--- src/rtl/dma_ag_pkg.sv ---
package dma_ag_pkg;
  localparam int CNT_W  = 16;
  localparam int PAGE_W = 8;
  localparam int PHYS_W = 32;

  typedef struct packed {
    logic [CNT_W-1:0]  addr;
    logic [PAGE_W-1:0] page;
    logic [PAGE_W-1:0] hipage;
    logic              dec;
    logic              wide;
  } chan_loc_t;
endpackage

--- src/rtl/dma_ag_arbiter.sv ---
module dma_ag_arbiter #(
  parameter int NCTL = 2,
  parameter int CPC  = 4,
  localparam int NCH  = NCTL * CPC,
  localparam int CH_W = $clog2(NCH)
) (
  input  logic [NCTL-1:0] ctl_en_i,
  input  logic [NCH-1:0]  mask_i,
  input  logic [NCH-1:0]  dreq_i,
  output logic [NCH-1:0]  elig_o,
  output logic            any_o,
  output logic [CH_W-1:0] idx_o
);
  // Eligibility per channel: controller on, unmasked, requesting
  for (genvar c = 0; c < NCH; c++) begin : g_elig
    assign elig_o[c] = ctl_en_i[c / CPC] & ~mask_i[c] & dreq_i[c];
  end

  // Lowest global number wins (controller 0 before controller 1)
  always_comb begin
    idx_o = '0;
    for (int c = NCH - 1; c >= 0; c--) begin
      if (elig_o[c]) idx_o = CH_W'(c);
    end
  end

  assign any_o = |elig_o;
endmodule

--- src/rtl/dma_ag_xfer.sv ---
module dma_ag_xfer
  import dma_ag_pkg::*;
#(
  parameter int NCH  = 8,
  localparam int CH_W = $clog2(NCH)
) (
  input  logic              clk,
  input  logic              rst_n,
  input  logic              go_i,
  input  logic              any_i,
  input  logic [NCH-1:0]    elig_i,
  input  logic [CH_W-1:0]   idx_i,
  input  logic [CNT_W-1:0]  cur_cnt_i,
  input  logic [CNT_W-1:0]  base_cnt_i,
  input  logic              wide_i,
  output logic              vld_o,
  output logic              none_o,
  output logic [CH_W-1:0]   ch_o,
  output logic [PHYS_W-1:0] pos_o,
  output logic [PHYS_W-1:0] total_o
);
  logic              vld_d, none_d, load;
  logic [PHYS_W-1:0] pos_d, total_d;

  always_comb begin
    vld_d   = go_i & any_i;
    none_d  = go_i & ~any_i;
    load    = vld_d;
    pos_d   = PHYS_W'(cur_cnt_i) << wide_i;
    total_d = (PHYS_W'(base_cnt_i) + PHYS_W'(1)) << wide_i;
  end

  always_ff @(posedge clk or negedge rst_n) begin
    if (!rst_n) begin
      vld_o   <= 1'b0;
      none_o  <= 1'b0;
      ch_o    <= '0;
      pos_o   <= '0;
      total_o <= '0;
    end else begin
      vld_o  <= vld_d;
      none_o <= none_d;
      if (load) begin
        ch_o    <= idx_i;
        pos_o   <= pos_d;
        total_o <= total_d;
      end
    end
  end

  // the chosen channel was eligible when the strobe was taken
  p_elig_r2: assert property (@(posedge clk) disable iff (!rst_n)
    vld_o |-> $past(elig_i[idx_i]));
  // no lower-numbered channel was eligible
  p_prio_r3: assert property (@(posedge clk) disable iff (!rst_n)
    vld_o |-> (($past(elig_i) & ~({NCH{1'b1}} << ch_o)) == '0));
  // the no-channel pulse only when nothing was eligible
  p_none_r4: assert property (@(posedge clk) disable iff (!rst_n)
    none_o |-> ($past(elig_i) == '0));
  p_excl_r4: assert property (@(posedge clk) disable iff (!rst_n)
    !(vld_o && none_o));
endmodule

--- src/rtl/dma_ag_addr.sv ---
module dma_ag_addr
  import dma_ag_pkg::*;
#(
  parameter bit HIPAGE_EN = 1'b1
) (
  input  logic              clk,
  input  logic              rst_n,
  input  logic              go_i,
  input  chan_loc_t         loc_i,
  input  logic [PHYS_W-1:0] off_i,
  input  logic [PHYS_W-1:0] len_i,
  output logic              vld_o,
  output logic [PHYS_W-1:0] addr_o,
  output logic              rev_o,
  output logic              wide_o
);
  logic [PAGE_W-1:0] page_eff, hi_eff;
  logic [PHYS_W-1:0] base_c, addr_d;

  // Optional high page: forced to zero when configured out
  if (HIPAGE_EN) begin : g_hi
    assign hi_eff = loc_i.hipage;
  end else begin : g_nohi
    assign hi_eff = loc_i.hipage & '0;
  end

  always_comb begin
    page_eff = loc_i.wide ? {loc_i.page[PAGE_W-1:1], 1'b0} : loc_i.page;
    base_c   = (PHYS_W'({hi_eff, page_eff}) << CNT_W)
             + (PHYS_W'(loc_i.addr) << loc_i.wide);
    addr_d   = loc_i.dec ? (base_c - off_i - len_i) : (base_c + off_i);
  end

  always_ff @(posedge clk or negedge rst_n) begin
    if (!rst_n) begin
      vld_o  <= 1'b0;
      addr_o <= '0;
      rev_o  <= 1'b0;
      wide_o <= 1'b0;
    end else begin
      vld_o <= go_i;
      if (go_i) begin
        addr_o <= addr_d;
        rev_o  <= loc_i.dec;
        wide_o <= loc_i.wide;
      end
    end
  end

  // word channels with even offsets and lengths stay word aligned
  p_align_r7: assert property (@(posedge clk) disable iff (!rst_n)
    (vld_o && wide_o && !$past(off_i[0]) && !$past(len_i[0])) |-> !addr_o[0]);
  // the block result is a one-cycle answer to a strobe
  p_blk_pulse_r11: assert property (@(posedge clk) disable iff (!rst_n)
    vld_o |-> $past(go_i));
endmodule

--- src/rtl/dma_ag_cnt.sv ---
module dma_ag_cnt
  import dma_ag_pkg::*;
(
  input  logic              clk,
  input  logic              rst_n,
  input  logic              go_i,
  input  logic              wide_i,
  input  logic [PHYS_W-1:0] pos_i,
  output logic              vld_o,
  output logic [CNT_W-1:0]  cnt_o
);
  logic [PHYS_W-1:0] scaled;

  always_comb scaled = pos_i >> wide_i;

  always_ff @(posedge clk or negedge rst_n) begin
    if (!rst_n) begin
      vld_o <= 1'b0;
      cnt_o <= '0;
    end else begin
      vld_o <= go_i;
      if (go_i) cnt_o <= scaled[CNT_W-1:0];
    end
  end

  // a converted count only follows a write-back strobe
  p_cnt_pulse_r10: assert property (@(posedge clk) disable iff (!rst_n)
    vld_o |-> $past(go_i));
  // on byte channels the low bits pass straight through
  p_cnt_byte_r10: assert property (@(posedge clk) disable iff (!rst_n)
    (vld_o && !$past(wide_i)) |-> (cnt_o == $past(pos_i[CNT_W-1:0])));
endmodule

--- src/rtl/dma_ag_top.sv ---
module dma_ag_top
  import dma_ag_pkg::*;
#(
  parameter int           NCTL      = 2,
  parameter int           CPC       = 4,
  parameter logic [1:0]   WIDE_CTL  = 2'b10,
  parameter bit           HIPAGE_EN = 1'b1,
  localparam int NCH  = NCTL * CPC,
  localparam int CH_W = $clog2(NCH)
) (
  input  logic                  clk,
  input  logic                  rst_n,
  input  logic [NCTL-1:0]       ctl_en_i,
  input  logic [NCH-1:0]        mask_i,
  input  logic [NCH-1:0]        dreq_i,
  input  logic [NCH-1:0]        mode_dec_i,
  input  logic [NCH*CNT_W-1:0]  cur_addr_i,
  input  logic [NCH*CNT_W-1:0]  cur_cnt_i,
  input  logic [NCH*CNT_W-1:0]  base_cnt_i,
  input  logic [NCH*PAGE_W-1:0] page_i,
  input  logic [NCH*PAGE_W-1:0] hipage_i,
  input  logic                  svc_go_i,
  output logic                  xfer_vld_o,
  output logic                  svc_none_o,
  output logic [CH_W-1:0]       xfer_ch_o,
  output logic [PHYS_W-1:0]     xfer_pos_o,
  output logic [PHYS_W-1:0]     xfer_total_o,
  input  logic                  blk_go_i,
  input  logic [CH_W-1:0]       blk_ch_i,
  input  logic [PHYS_W-1:0]     blk_off_i,
  input  logic [PHYS_W-1:0]     blk_len_i,
  output logic                  blk_vld_o,
  output logic [PHYS_W-1:0]     blk_addr_o,
  output logic                  blk_rev_o,
  output logic                  blk_wide_o,
  input  logic                  cnt_go_i,
  input  logic [CH_W-1:0]       cnt_ch_i,
  input  logic [PHYS_W-1:0]     cnt_pos_i,
  output logic                  cnt_vld_o,
  output logic [CNT_W-1:0]      cnt_new_o
);
  // Reset: asserted asynchronously, released on a clock edge
  logic [1:0] rst_sync;
  logic       rst_q;

  always_ff @(posedge clk or negedge rst_n) begin
    if (!rst_n) rst_sync <= '0;
    else        rst_sync <= {rst_sync[0], 1'b1};
  end
  assign rst_q = rst_sync[1];

  // Per-channel width flag from the owning controller
  logic [NCH-1:0] wide_vec;
  for (genvar c = 0; c < NCH; c++) begin : g_wide
    assign wide_vec[c] = WIDE_CTL[c / CPC];
  end

  // Channel selection
  logic [NCH-1:0]  elig;
  logic            any;
  logic [CH_W-1:0] sel_idx;

  dma_ag_arbiter #(.NCTL(NCTL), .CPC(CPC)) u_arb (
    .ctl_en_i (ctl_en_i),
    .mask_i   (mask_i),
    .dreq_i   (dreq_i),
    .elig_o   (elig),
    .any_o    (any),
    .idx_o    (sel_idx)
  );

  dma_ag_xfer #(.NCH(NCH)) u_xfer (
    .clk        (clk),
    .rst_n      (rst_q),
    .go_i       (svc_go_i),
    .any_i      (any),
    .elig_i     (elig),
    .idx_i      (sel_idx),
    .cur_cnt_i  (cur_cnt_i[sel_idx*CNT_W +: CNT_W]),
    .base_cnt_i (base_cnt_i[sel_idx*CNT_W +: CNT_W]),
    .wide_i     (wide_vec[sel_idx]),
    .vld_o      (xfer_vld_o),
    .none_o     (svc_none_o),
    .ch_o       (xfer_ch_o),
    .pos_o      (xfer_pos_o),
    .total_o    (xfer_total_o)
  );

  // Block address path
  chan_loc_t blk_loc;
  always_comb begin
    blk_loc.addr   = cur_addr_i[blk_ch_i*CNT_W +: CNT_W];
    blk_loc.page   = page_i[blk_ch_i*PAGE_W +: PAGE_W];
    blk_loc.hipage = hipage_i[blk_ch_i*PAGE_W +: PAGE_W];
    blk_loc.dec    = mode_dec_i[blk_ch_i];
    blk_loc.wide   = wide_vec[blk_ch_i];
  end

  dma_ag_addr #(.HIPAGE_EN(HIPAGE_EN)) u_addr (
    .clk    (clk),
    .rst_n  (rst_q),
    .go_i   (blk_go_i),
    .loc_i  (blk_loc),
    .off_i  (blk_off_i),
    .len_i  (blk_len_i),
    .vld_o  (blk_vld_o),
    .addr_o (blk_addr_o),
    .rev_o  (blk_rev_o),
    .wide_o (blk_wide_o)
  );

  // Count write-back path
  dma_ag_cnt u_cnt (
    .clk    (clk),
    .rst_n  (rst_q),
    .go_i   (cnt_go_i),
    .wide_i (wide_vec[cnt_ch_i]),
    .pos_i  (cnt_pos_i),
    .vld_o  (cnt_vld_o),
    .cnt_o  (cnt_new_o)
  );

  // service results answer a strobe, one cycle late
  p_svc_pulse_r11: assert property (@(posedge clk) disable iff (!rst_q)
    (xfer_vld_o || svc_none_o) |-> $past(svc_go_i));
  // decrement direction drives reversed delivery
  p_rev_r8: assert property (@(posedge clk) disable iff (!rst_q)
    blk_vld_o |-> (blk_rev_o == $past(mode_dec_i[blk_ch_i])));
endmodule

--- config.mk ---
export PLATFORM = sky130hd
export DESIGN_NAME = dma_ag_top
export DESIGN_NICKNAME = d
export VERILOG_FILES = /design/src/rtl/dma_ag_pkg.sv /design/src/rtl/dma_ag_arbiter.sv /design/src/rtl/dma_ag_xfer.sv /design/src/rtl/dma_ag_addr.sv /design/src/rtl/dma_ag_cnt.sv /design/src/rtl/dma_ag_top.sv
export SDC_FILE = /design/constraint.sdc
export NUM_CORES = 1
export LEC_CHECK = 0
export BUFFER_PORTS_ARGS = -buffer_cell sky130_fd_sc_hd__buf_4
export CAP_MARGIN = 20
export CORE_AREA = 8 8 291 293
export DETAILED_ROUTE_END_ITERATION = 10
export DIE_AREA = 0 0 299 301
export PLACE_DENSITY = 0.44
export RECOVER_POWER = 50
export SYNTH_ARGS = -nofsm -noshare
export SYNTH_HDL_FRONTEND = slang
export SYNTH_SLANG_ARGS = --single-unit
--- constraint.sdc ---
create_clock -name clk -period 4.2 [get_ports clk]
set_clock_uncertainty 0.2 [all_clocks]
set_input_delay 1.26 -clock clk [delete_from_list [all_inputs] [get_ports clk]]
set_output_delay 1.26 -clock clk [all_outputs]
set_load 0.05 [all_outputs]
==> results of run 1 <==
[routing by layer]
layer  global-route usage  part of all wire
met1               0.1822              0.38
met2               0.3128              0.53
met3              0.03888             0.066
met4              0.04424             0.024
met5                    0           0.00016
[cells in the mapped netlist (all sizes together) (10+ instances only)]
cell type / n / area [µm²]
o22ai: 11 / 68.82
o21a: 15 / 112.6
clkbuf: 54 / 202.7
inv: 90 / 337.8
nor2: 102 / 392.9
nor3: 34 / 175.2
fa: 32 / 640.6
xor2: 27 / 236.5
nand3: 58 / 290.3
nand4: 14 / 108.9
a211oi: 27 / 207.7
mux4: 67 / 1509
a32o: 16 / 160.2
nand2: 204 / 768.2
xnor2: 40 / 350.3
o21ai: 76 / 387.9
or3: 10 / 67.56
a21oi: 110 / 569.3
buf: 66 / 420.4
a21o: 31 / 232.7
nor2b: 12 / 82.58
a211o: 17 / 148.9
mux2i: 45 / 462.9
a31oi: 30 / 187.7
and3: 31 / 193.9
nand2b: 15 / 101.4
mux2: 18 / 202.7
ha: 65 / 813.3
o31ai: 21 / 157.7
dfrtp: 94 / 2352
a22o: 21 / 183.9
[state kept, by name, indices dropped and copies added, names as in the netlist]
name            count
u_xfer.vld_o        1
u_addr.rev_o        1
u_addr.addr_o      32
u_xfer.ch_o         3
u_xfer.pos_o       17
u_xfer.total_o     18
u_addr.wide_o       1
u_cnt.cnt_o        16
u_cnt.vld_o         1
u_xfer.none_o       1
rst_sync            2
u_addr.vld_o        1
[cells by family (layout without fill, tap and decap cells)]
group	count (synthesis)	count (layout)	share of synthesized area
multiplexers	130	130	0.1630
flip-flops	94	94	0.1764
AO/OA/AOI/OAI	462	462	0.2476
XOR/XNOR	67	67	0.04400
other	2	30	0.0005631
AND/OR/NAND/NOR	522	522	0.1871
buffers and inverters	211	1216	0.07233
adder cells (fa/ha/maj)	97	97	0.1090
[worst paths after layout]
check	from	end	depth (start not counted)
worst min-delay path	rst_sync[0]	rst_sync[1]	0
worst min register to register	rst_sync[0]	rst_sync[1]	0
min in group asynchronous	rst_n	rst_sync[0]	1
max in group asynchronous	rst_sync[1]	u_addr.addr_o[22]	1
worst max register to register	rst_sync[1]	u_addr.addr_o[22]	1
worst max-delay path	blk_ch_i[0]	u_addr.addr_o[25]	19
[power by group]
part | switching [mW] | leakage [nW] | internal [mW]
Clock | 0.493 | 0.144 | 0.424
Combinational | 3.31 | 10.1 | 2.80
Sequential | 0.170 | 1.11 | 1.13
[placed cells by master (no fill, tap or decap), types with 16 or more instances in the layout]
master	n
a211o_1	16
a211oi_1	20
a21o_1	30
a21oi_1	75
a21oi_2	28
a22o_1	21
a31oi_1	27
a32o_1	16
and3_1	31
buf_12	20
buf_4	1065
buf_6	20
conb_1	30
dfrtp_1	94
fa_1	30
ha_1	49
ha_4	16
inv_1	87
mux2i_1	39
mux4_2	67
nand2_1	197
nand3_1	55
nor2_1	92
nor3_1	30
o21ai_0	48
o21ai_1	18
o31ai_1	16
xnor2_1	31
xor2_1	22
[worst max-delay path: stages]
cell       delay, ns
buf_12          0.11
buf_12          0.13
buf_12          0.11
mux4_2          0.48
mux2_4          0.30
fa_1            0.53
ha_4            0.23
a21o_4          0.23
a21oi_4         0.15
o21ai_2         0.08
or3_4           0.36
o2111ai_4       0.22
buf_6           0.13
o21ai_4         0.06
buf_12          0.14
a31o_1          0.21
a31oi_2         0.24
o32ai_2         0.10
nor3b_1         0.19
[cell type report]
cell class / count / area share
sequential: 94 / 0.09709
multi-input combinational: 1308 / 0.4642
tap: 1060 / 0.05474
inverter: 91 / 0.01410
timing repair buffer: 1109 / 0.3574
clock inverter: 7 / 0.003202
clock buffer: 9 / 0.009296
[timing repair]
action | CTS | global route
gates cloned | 0 | 1
setup endpoints to repair | 30 | 30
gates resized for setup | 119 | 71
setup buffers | 21 | 23
pin swaps | 59 | 38
==> summary.md, run 1 <==
| Metric | Value |
|---|---|
| Unrepaired setup endpoints after global routing | true |
| GRT Overall Usage | 0.1650 |
| Die X | 299 µm |
| Drc violations | 0 |
| Cell total after placement | roughly 3600 |
| Worst-Margin Slew | between 1.5 and 2 ns |
| Fillcell total | 8565 |
| Ys Warns | 0 |
| Hold/Removal Path Class | flip-flop to flip-flop |
| CP arrival | roughly 5.3 ns |
| Register-to-register setup slack | around 0.66 ns |
| DRT Pass-1 Iters | 5 |
| Final setup viols | 26 |
| Routed wire length | a little under 80 mm |
| Count of different cell masters after synthesis | just over 100 |
| Insertion delay to the later sink of the worst-skew pair | 0.38 ns |
| CTS clk-pin slew, worst paths | about 0.11 ns |
| CTS max path bufs | 2 |
| Synth Instances | between 1500 and 2000 |
| Height of the die | about 300 µm |
| CP Max Fanout | 6 |
| Diodes inserted | 0 |
| Num CTS Buffers | 9 |
| Post-route setup slack | -0.9580 ns |
| Port Buf Inserts | ~700 |
| CTS sink count | between 90 and 100 |
| RD Place Congestion | around 0.9 |
| Post-route cell area | around 24000 µm² |
| CP endpoint kind | flip-flop |
| Setup tns final | -16.39 ns |
| Pins Over Slew Limit | 95 |
| Asr flop ratio synth | 1.000 |
| P per Cell Area | roughly 340 nW/µm² |
| Antenna Nets Post-Route | 0 |
| Post-DR wirelength/cell | around 21 µm |
| Status | finished, violations left |
| Via density | ~4.5 |
| Period utilisation layout | 1.228 |
| Fin nets | between 3000 and 4000 |
| FF/Latch Area | between 2000 and 2500 µm² |
| Global-route wire length before repair | ~110 mm |
| Via count | about 17000 |
| Vias in the first global route | 18170 |
| Worst Path Required | 4.33 ns |
| Crit Path Category | input pin to flip-flop |
| # Max-Cap Violations | 2 |
| Leakage Power | 11.34 nW |
| Fin Hold WS | 0.1666 ns |
| H-tree depth | 3 |
| Largest net degree at the start of global routing | a little under 70 |
| DP Area | between 20000 and 25000 µm² |
| Share of layout cells above drive strength 1 | 0.5355 |
| EDFF count, synth | 0 |
| Total gr overflow | 0 |
| Die area | around 90000 µm² |
| Fmax | 193.9 MHz |
| Post-DP HPWL | roughly 68 mm |
| Initial drt markers | 711 |
| Starting density of the core | 0.1669 |
| Row count | 104 |
| Area grow syn2layout | 81.65% |
| Tot Pwr | 8.322 mW |
| Synth Area per Inst | between 8 and 9 µm² |
| Failing checks | capacitance limit, slew limit, setup timing |
| Top_reg_cell synth | dfrtp_1 |
| Fin cells | approximately 3700 |
| Cts hold-fix bufs | 0 |
| Relative slew slack | -0.2703 |
| Post-synthesis sequential area ratio | 0.1764 |
| Core Footprint | about 80000 µm² |
| Post-layout min period | 5.158 ns |
| Root Driver | clkbuf_16 |
| CP Launch Type | input pin |
| Area occupied by multi-input gates | 11250 µm² |
| Synthesized cell area | ~13000 µm² |
| Fin util | 0.3032 |
| FF+latch count, synth | 94 |
| Place WS | -1.681 ns |
| Hold Vio Cnt, Final | 0 |
| Initial antenna violation count | 2 |
| # IOs | ~770 |
| CTS tree | built |
| VDD IR-drop max | 0.0001962 V |
No activity file was read; power rests on OpenSTA's default activity.
==> inputs of run 2 (changes only) <==
--- a/config.mk
+++ b/config.mk
@@ -10,8 +10,10 @@
 export CORE_AREA = 8 8 291 293
 export DETAILED_ROUTE_END_ITERATION = 10
 export DIE_AREA = 0 0 299 301
+export MAX_ROUTING_LAYER = met4
 export PLACE_DENSITY = 0.44
 export RECOVER_POWER = 50
+export SLEW_MARGIN = 15
 export SYNTH_ARGS = -nofsm -noshare
 export SYNTH_HDL_FRONTEND = slang
 export SYNTH_SLANG_ARGS = --single-unit
==> summary.md, run 2 (synthesis results as in run 1) <==
| Metric | Value |
|---|---|
| Die X | approximately 300 µm |
| Starting density of the core | 0.1669 |
| RR Startpoint | rst_sync[1] |
| Pins Over Slew Limit | 95 |
| Most frequent cells in the layout | buf_4 (1069), nand2_1 (196), nor2_1 (94), dfrtp_1 (94), inv_1 (87) |
| Height of the die | ~300 µm |
| Insertion delay to the later sink of the worst-skew pair | around 0.38 ns |
| Area grow syn2layout | 83.87% |
| Fmax | just under 200 MHz |
| Total gr overflow | 0 |
| Fin Hold WS | approximately 0.15 ns |
| CTS max path bufs | 2 |
| Largest net degree at the start of global routing | about 70 |
| Crit Path Category | input pin to flip-flop |
| Post-layout min period | 5.062 ns |
| Routed wire length | 80.18 mm |
| Max reg flops | 32 |
| Antenna Nets Post-Route | 0 |
| Relative slew slack | -0.3732 |
| Core Footprint | 79900 µm² |
| Commonest non-fill, non-tap cell in the layout | buf_4 |
| Cts hold-fix bufs | 0 |
| Share of layout cells above drive strength 1 | 0.5376 |
| VDD IR-drop max | roughly 0.00016 V |
| Register-to-register setup slack | approximately 0.66 ns |
| CP endpoint kind | flip-flop |
| Fillcell total | approximately 8600 |
| CTS tree | built |
| Hold Vio Cnt, Final | 0 |
| Die area | between 80000 and 90000 µm² |
| Worst-Margin Slew | around 2.1 ns |
| Root Driver | clkbuf_16 |
| RD Place Congestion | around 0.93 |
| Crit. Startpoint | blk_ch_i[0] |
| Largest regs | u_addr.addr_o (32), u_xfer.total_o (18), u_xfer.pos_o (17) |
| Sequential power share | 0.155 |
| Period utilisation layout | 1.205 |
| CTS sink count | 94 |
| Hold/Removal Path Class | flip-flop to flip-flop |
| CP arrival | slightly above 5 ns |
| CP endpoint | u_addr.addr_o[30] |
| Fin util | 0.3070 |
| Sw Ratio | 0.4770 |
| Combinational power share | 0.737 |
| Internal | around 4.4 mW |
| Sw Pwr | around 4.0 mW |
| Global-route wire length before repair | ~120 mm |
| # IOs | ~770 |
| CP Launch Type | input pin |
| Post-DR wirelength/cell | ~22 µm |
| R2R Path End | u_cnt.cnt_o[12] |
| Post-DP HPWL | between 60 and 70 mm |
| Port Buf Inserts | around 720 |
| Post-route setup slack | -0.8621 ns |
| Initial antenna violation count | 5 |
| Num CTS Buffers | 9 |
| Largest Register | u_addr.addr_o |
| Initial drt markers | approximately 800 |
| CP Max Fanout | 7 |
| Row count | ~100 |
| Status | finished, violations left |
| H-tree depth | 3 |
| Worst reg-to-reg path cell count | 1 |
| GRT Overall Usage | 0.1715 |
| P per Cell Area | 342.9 nW/µm² |
| # Max-Cap Violations | 2 |
| CTS clk-pin slew, worst paths | roughly 0.10 ns |
| DRT Pass-1 Iters | 5 |
| Worst Path Required | between 4 and 5 ns |
| Leakage Power | roughly 11 nW |
| Via count | roughly 17000 |
| Final setup viols | 38 |
| Unrepaired setup endpoints after global routing | true |
| Vias in the first global route | ~18000 |
| Drc violations | 0 |
| Fin nets | around 3400 |
| Via density | around 4.5 |
| Clock share of power | 0.107 |
| Failing checks | capacitance limit, slew limit, setup timing |
-- run 2: cell count changes in the layout (fill, tap and decap cells not counted), moves of 3 or more --
cell      previous run  this run
buf_4             1065      1069
buf_16               0         4
clkbuf_1             2        12
mux2i_1             39        36
ha_1                49        46
a21oi_1             75        78
diode_2              0         6
mux2i_4              2         6
nor2_2               7         4
-- run 2: timing repair --
item | 4_1_cts | 5_1_grt
buffers inserted | 38 | 18
resized for setup | 126 | 93
pin swaps | 75 | 85
gates cloned | 3 | 1
endpoints found under the setup margin | 26 | 39
-- run 2: worst min-delay path by stage --
stage | start | slack [ns] | cells after the start | to
3_3_place_gp | rst_sync[0] | 0.14 | 0 | rst_sync[1]
6_report | rst_sync[0] | 0.15 | 0 | rst_sync[1]
3_5_place_dp | rst_sync[0] | 0.14 | 0 | rst_sync[1]
4_1_cts | rst_sync[0] | 0.16 | 0 | rst_sync[1]
2_1_floorplan | rst_sync[0] | 0.13 | 0 | rst_sync[1]
5_1_grt | rst_sync[0] | 0.17 | 0 | rst_sync[1]
-- run 2: through the flow --
stage	instances	area (µm²)	worst slack, ns	power (mW)	setup TNS (ns)
2_1_floorplan	1613	13780	-1.347	4.353	-24.43
3_3_place_gp	3624	22650	-1.639	6.808	-36.59
3_5_place_dp	3624	22650	-1.696	6.829	-37.43
4_1_cts	3675	23940	-0.8592	8.220	-14.25
5_1_grt	3699	24520	-1.008	8.975	-27.57
6_report	3700	24520	-0.8621	8.410	-18.29
-- run 2: layout make-up --
cell class / count / area, µm² / area share
multi-input cells: 1308 / 11390 / 0.4645
repair buffers: 1125 / 8796 / 0.3587
flip-flops and latches: 94 / 2352 / 0.09591
well taps: 1060 / 1326 / 0.05408
inverters: 91 / 341.6 / 0.01393
clock buffers: 9 / 225.2 / 0.009183
clock inverters: 7 / 77.57 / 0.003163
diodes: 6 / 15.01 / 0.0006122
-- run 2: worst max-delay path, stage by stage --
cell and delay (ns):
buf_16 0.12, buf_12 0.14, mux4_2 0.50, mux2_4 0.29, fa_1 0.48, ha_4 0.31
o211ai_1 0.13, a21oi_4 0.18, o2111ai_4 0.16, a21oi_4 0.27, a31oi_4 0.15, o31ai_4 0.25
buf_6 0.15, a211oi_4 0.05, o311a_1 0.30, o31ai_2 0.26, o211ai_1 0.12
-- run 2: power groups by stage --
| stage | combinational [mW] | sequential, mW | clock, mW |
|---|---|---|---|
| floorplan | 2.29 | 2.07 | 0 |
| CTS | 5.94 | 1.32 | 0.964 |
| global route | 6.65 | 1.34 | 0.987 |
| finish | 6.20 | 1.31 | 0.903 |
| detailed placement | 5.50 | 1.33 | 0 |
| global placement | 5.48 | 1.33 | 0 |
-- run 2: routing by layer --
layer,track usage,share of wire,up-vias
met4,0.06108,0.035,0
met5,-,0,-
met3,0.04161,0.061,95
met1,0.1846,0.39,7984
li1,-,-,7966
met2,0.3057,0.52,610
==> inputs of run 3 (changes only) <==
--- a/config.mk
+++ b/config.mk
@@ -13,7 +13,9 @@
 export MAX_ROUTING_LAYER = met4
 export PLACE_DENSITY = 0.44
 export RECOVER_POWER = 50
+export SKIP_CTS_REPAIR_TIMING = 1
 export SLEW_MARGIN = 15
 export SYNTH_ARGS = -nofsm -noshare
 export SYNTH_HDL_FRONTEND = slang
+export SYNTH_HIERARCHICAL = 1
 export SYNTH_SLANG_ARGS = --single-unit
==> summary.md, run 3 <==
| Metric | Value |
|---|---|
| Status | finished, violations left |
| Failing checks | capacitance limit, slew limit, setup timing |
| # IOs | between 700 and 800 |
| Max reg flops | 32 |
| Port Buf Inserts | 719 |
| Post-layout min period | 5.148 ns |
| Worst hold path stage count | 0 |
| Post-DR wirelength/cell | roughly 23 µm |
| Starting density of the core | 0.1663 |
| RD Place Congestion | around 0.96 |
| VDD IR-drop max | roughly 0.00019 V |
| Sw Ratio | 0.4724 |
| CP arrival | approximately 5.2 ns |
| Hold/Removal Path Class | flip-flop to flip-flop |
| Place WS | -1.521 ns |
| Insertion delay to the later sink of the worst-skew pair | 0.37 ns |
| Final setup viols | 27 |
| Unrepaired setup endpoints after global routing | true |
| Routed wire length | 77.26 mm |
| DP Area | between 20000 and 25000 µm² |
| Leakage Power | approximately 11 nW |
| Relative slew slack | -0.4056 |
| CP Max Fanout | 5 |
| CP endpoint kind | flip-flop |
| Antenna Nets Post-Route | 0 |
| Vias in the first global route | about 16000 |
| Height of the die | around 300 µm |
| Largest net degree at the start of global routing | between 50 and 60 |
| Ys Warns | 6 |
| RR Startpoint | rst_sync[1] |
| Largest Register | u_addr/addr_o |
| Initial antenna violation count | 13 |
| CP Launch Type | input pin |
| DRT Pass-1 Iters | 5 |
| Synth Area per Inst | 9.870 µm² |
| Sequential power share | 0.158 |
| Worst Path Required | approximately 4.3 ns |
| CTS sink count | between 90 and 100 |
| Area grow syn2layout | 73.55% |
| Crit. Startpoint | blk_ch_i[0] |
| Tot Pwr | 8.543 mW |
| Most frequent cells in the layout | buf_4 (998), mux4_2 (130), nand2_1 (102) |
| Root Driver | clkbuf_16 |
| Internal | between 4 and 5 mW |
| GRT Overall Usage | 0.1640 |
| Die area | about 90000 µm² |
| Sw Pwr | roughly 4.0 mW |
| Row count | between 100 and 150 |
| Clock share of power | 0.096 |
| Global-route wire length before repair | ~110 mm |
| Fmax | 194.2 MHz |
| Hold_sp | rst_sync[0] |
| Crit Path Category | input pin to flip-flop |
| Share of layout cells above drive strength 1 | 0.5981 |
| Core Footprint | 79900 µm² |
| Post-route cell area | 23060 µm² |
| CTS clk-pin slew, worst paths | 0.08 ns |
| Worst-Margin Slew | between 2 and 2.5 ns |
| Num CTS Buffers | 9 |
| Largest regs | u_addr/addr_o (32), u_xfer/total_o (18), u_xfer/pos_o (17) |
| H-tree depth | 3 |
| Fin nets | slightly above 3000 |
| Worst reg-to-reg path cell count | 1 |
| CTS tree | built |
| P per Cell Area | 370.5 nW/µm² |
| Post-route setup slack | -0.9483 ns |
| Pins Over Slew Limit | between 90 and 100 |
| Drc violations | 0 |
| Synthesized cell area | ~13000 µm² |
| Post-DP HPWL | between 60 and 70 mm |
| Period utilisation layout | 1.226 |
| Combinational power share | 0.747 |
| Die X | around 300 µm |
| Via count | ~15000 |
| # Max-Cap Violations | 2 |
| Total gr overflow | 0 |
| CTS max path bufs | 2 |
| Synth Instances | roughly 1300 |
| Fillcell total | about 8600 |
| Via density | 4.314 |
| Hold Vio Cnt, Final | 0 |
| Commonest non-fill, non-tap cell in the layout | buf_4 |
| Initial drt markers | roughly 780 |
| Fin Hold WS | approximately 0.15 ns |
==> run 3: metrics by stage <==
stage	instances	util	TNS (ns)
finish	3385	0.2886	-18.46
global placement	3329	0.2757	-37.11
detailed placement	3329	0.2757	-37.51
floorplan	1374	-	-19.00
CTS	3344	0.2792	-21.60
global route	3385	0.2886	-22.03
==> run 3: power groups by stage <==
stage                     clock network [mW]  logic (mW)  registers [mW]
final                                  0.817        6.38            1.35
after global routing                   0.892        6.87            1.38
after CTS                              0.875        6.06            1.35
after detailed placement                   0        6.03            1.36
after global placement                     0        6.02            1.36
after floorplan                            0        2.60            2.18
==> run 3: path summary, 6_finish.rpt <==
| check | to | slack (ns) |
|---|---|---|
| min in group asynchronous | rst_sync[1] | 0.46 |
| worst min-delay path | rst_sync[1] | 0.15 |
| max in group asynchronous | u_addr/addr_o[7] | 1.75 |
| worst max register to register | u_addr/addr_o[7] | 1.75 |
| worst max-delay path | u_addr/addr_o[30] | -0.95 |
| worst min register to register | rst_sync[1] | 0.15 |
==> run 3: critical path, cell delays in order <==
cell	delay, ns
buf_12	0.11
buf_12	0.12
mux4_2	0.51
mux2_4	0.31
mux2_4	0.29
fa_2	0.62
ha_4	0.22
and2_4	0.14
and4_4	0.18
a221oi_4	0.32
o211ai_2	0.18
a21oi_2	0.23
o21ai_2	0.11
a221oi_2	0.26
xor2_1	0.19
o221ai_1	0.13
==> run 3: area by class of cell <==
class / instances / area, µm² / share of cell area
Antenna cell: 6 / 15.01 / 0.0006512
Clock buffer: 12 / 256.5 / 0.01112
Clock inverter: 3 / 21.27 / 0.0009225
Inverter: 87 / 326.6 / 0.01416
Multi-Input combinational cell: 1079 / 10700 / 0.4640
Sequential cell: 94 / 2356 / 0.1022
Tap cell: 1060 / 1326 / 0.05752
Timing Repair Buffer: 1044 / 8058 / 0.3495
==> run 3: routing by layer <==
layer	vias to the layer above	global-route usage	wire, µm
met5	-	-	0
met4	0	0.03896	1594
met3	81	0.03385	4321
met2	428	0.2673	38070
met1	7223	0.2080	33270
li1	6872	-	-
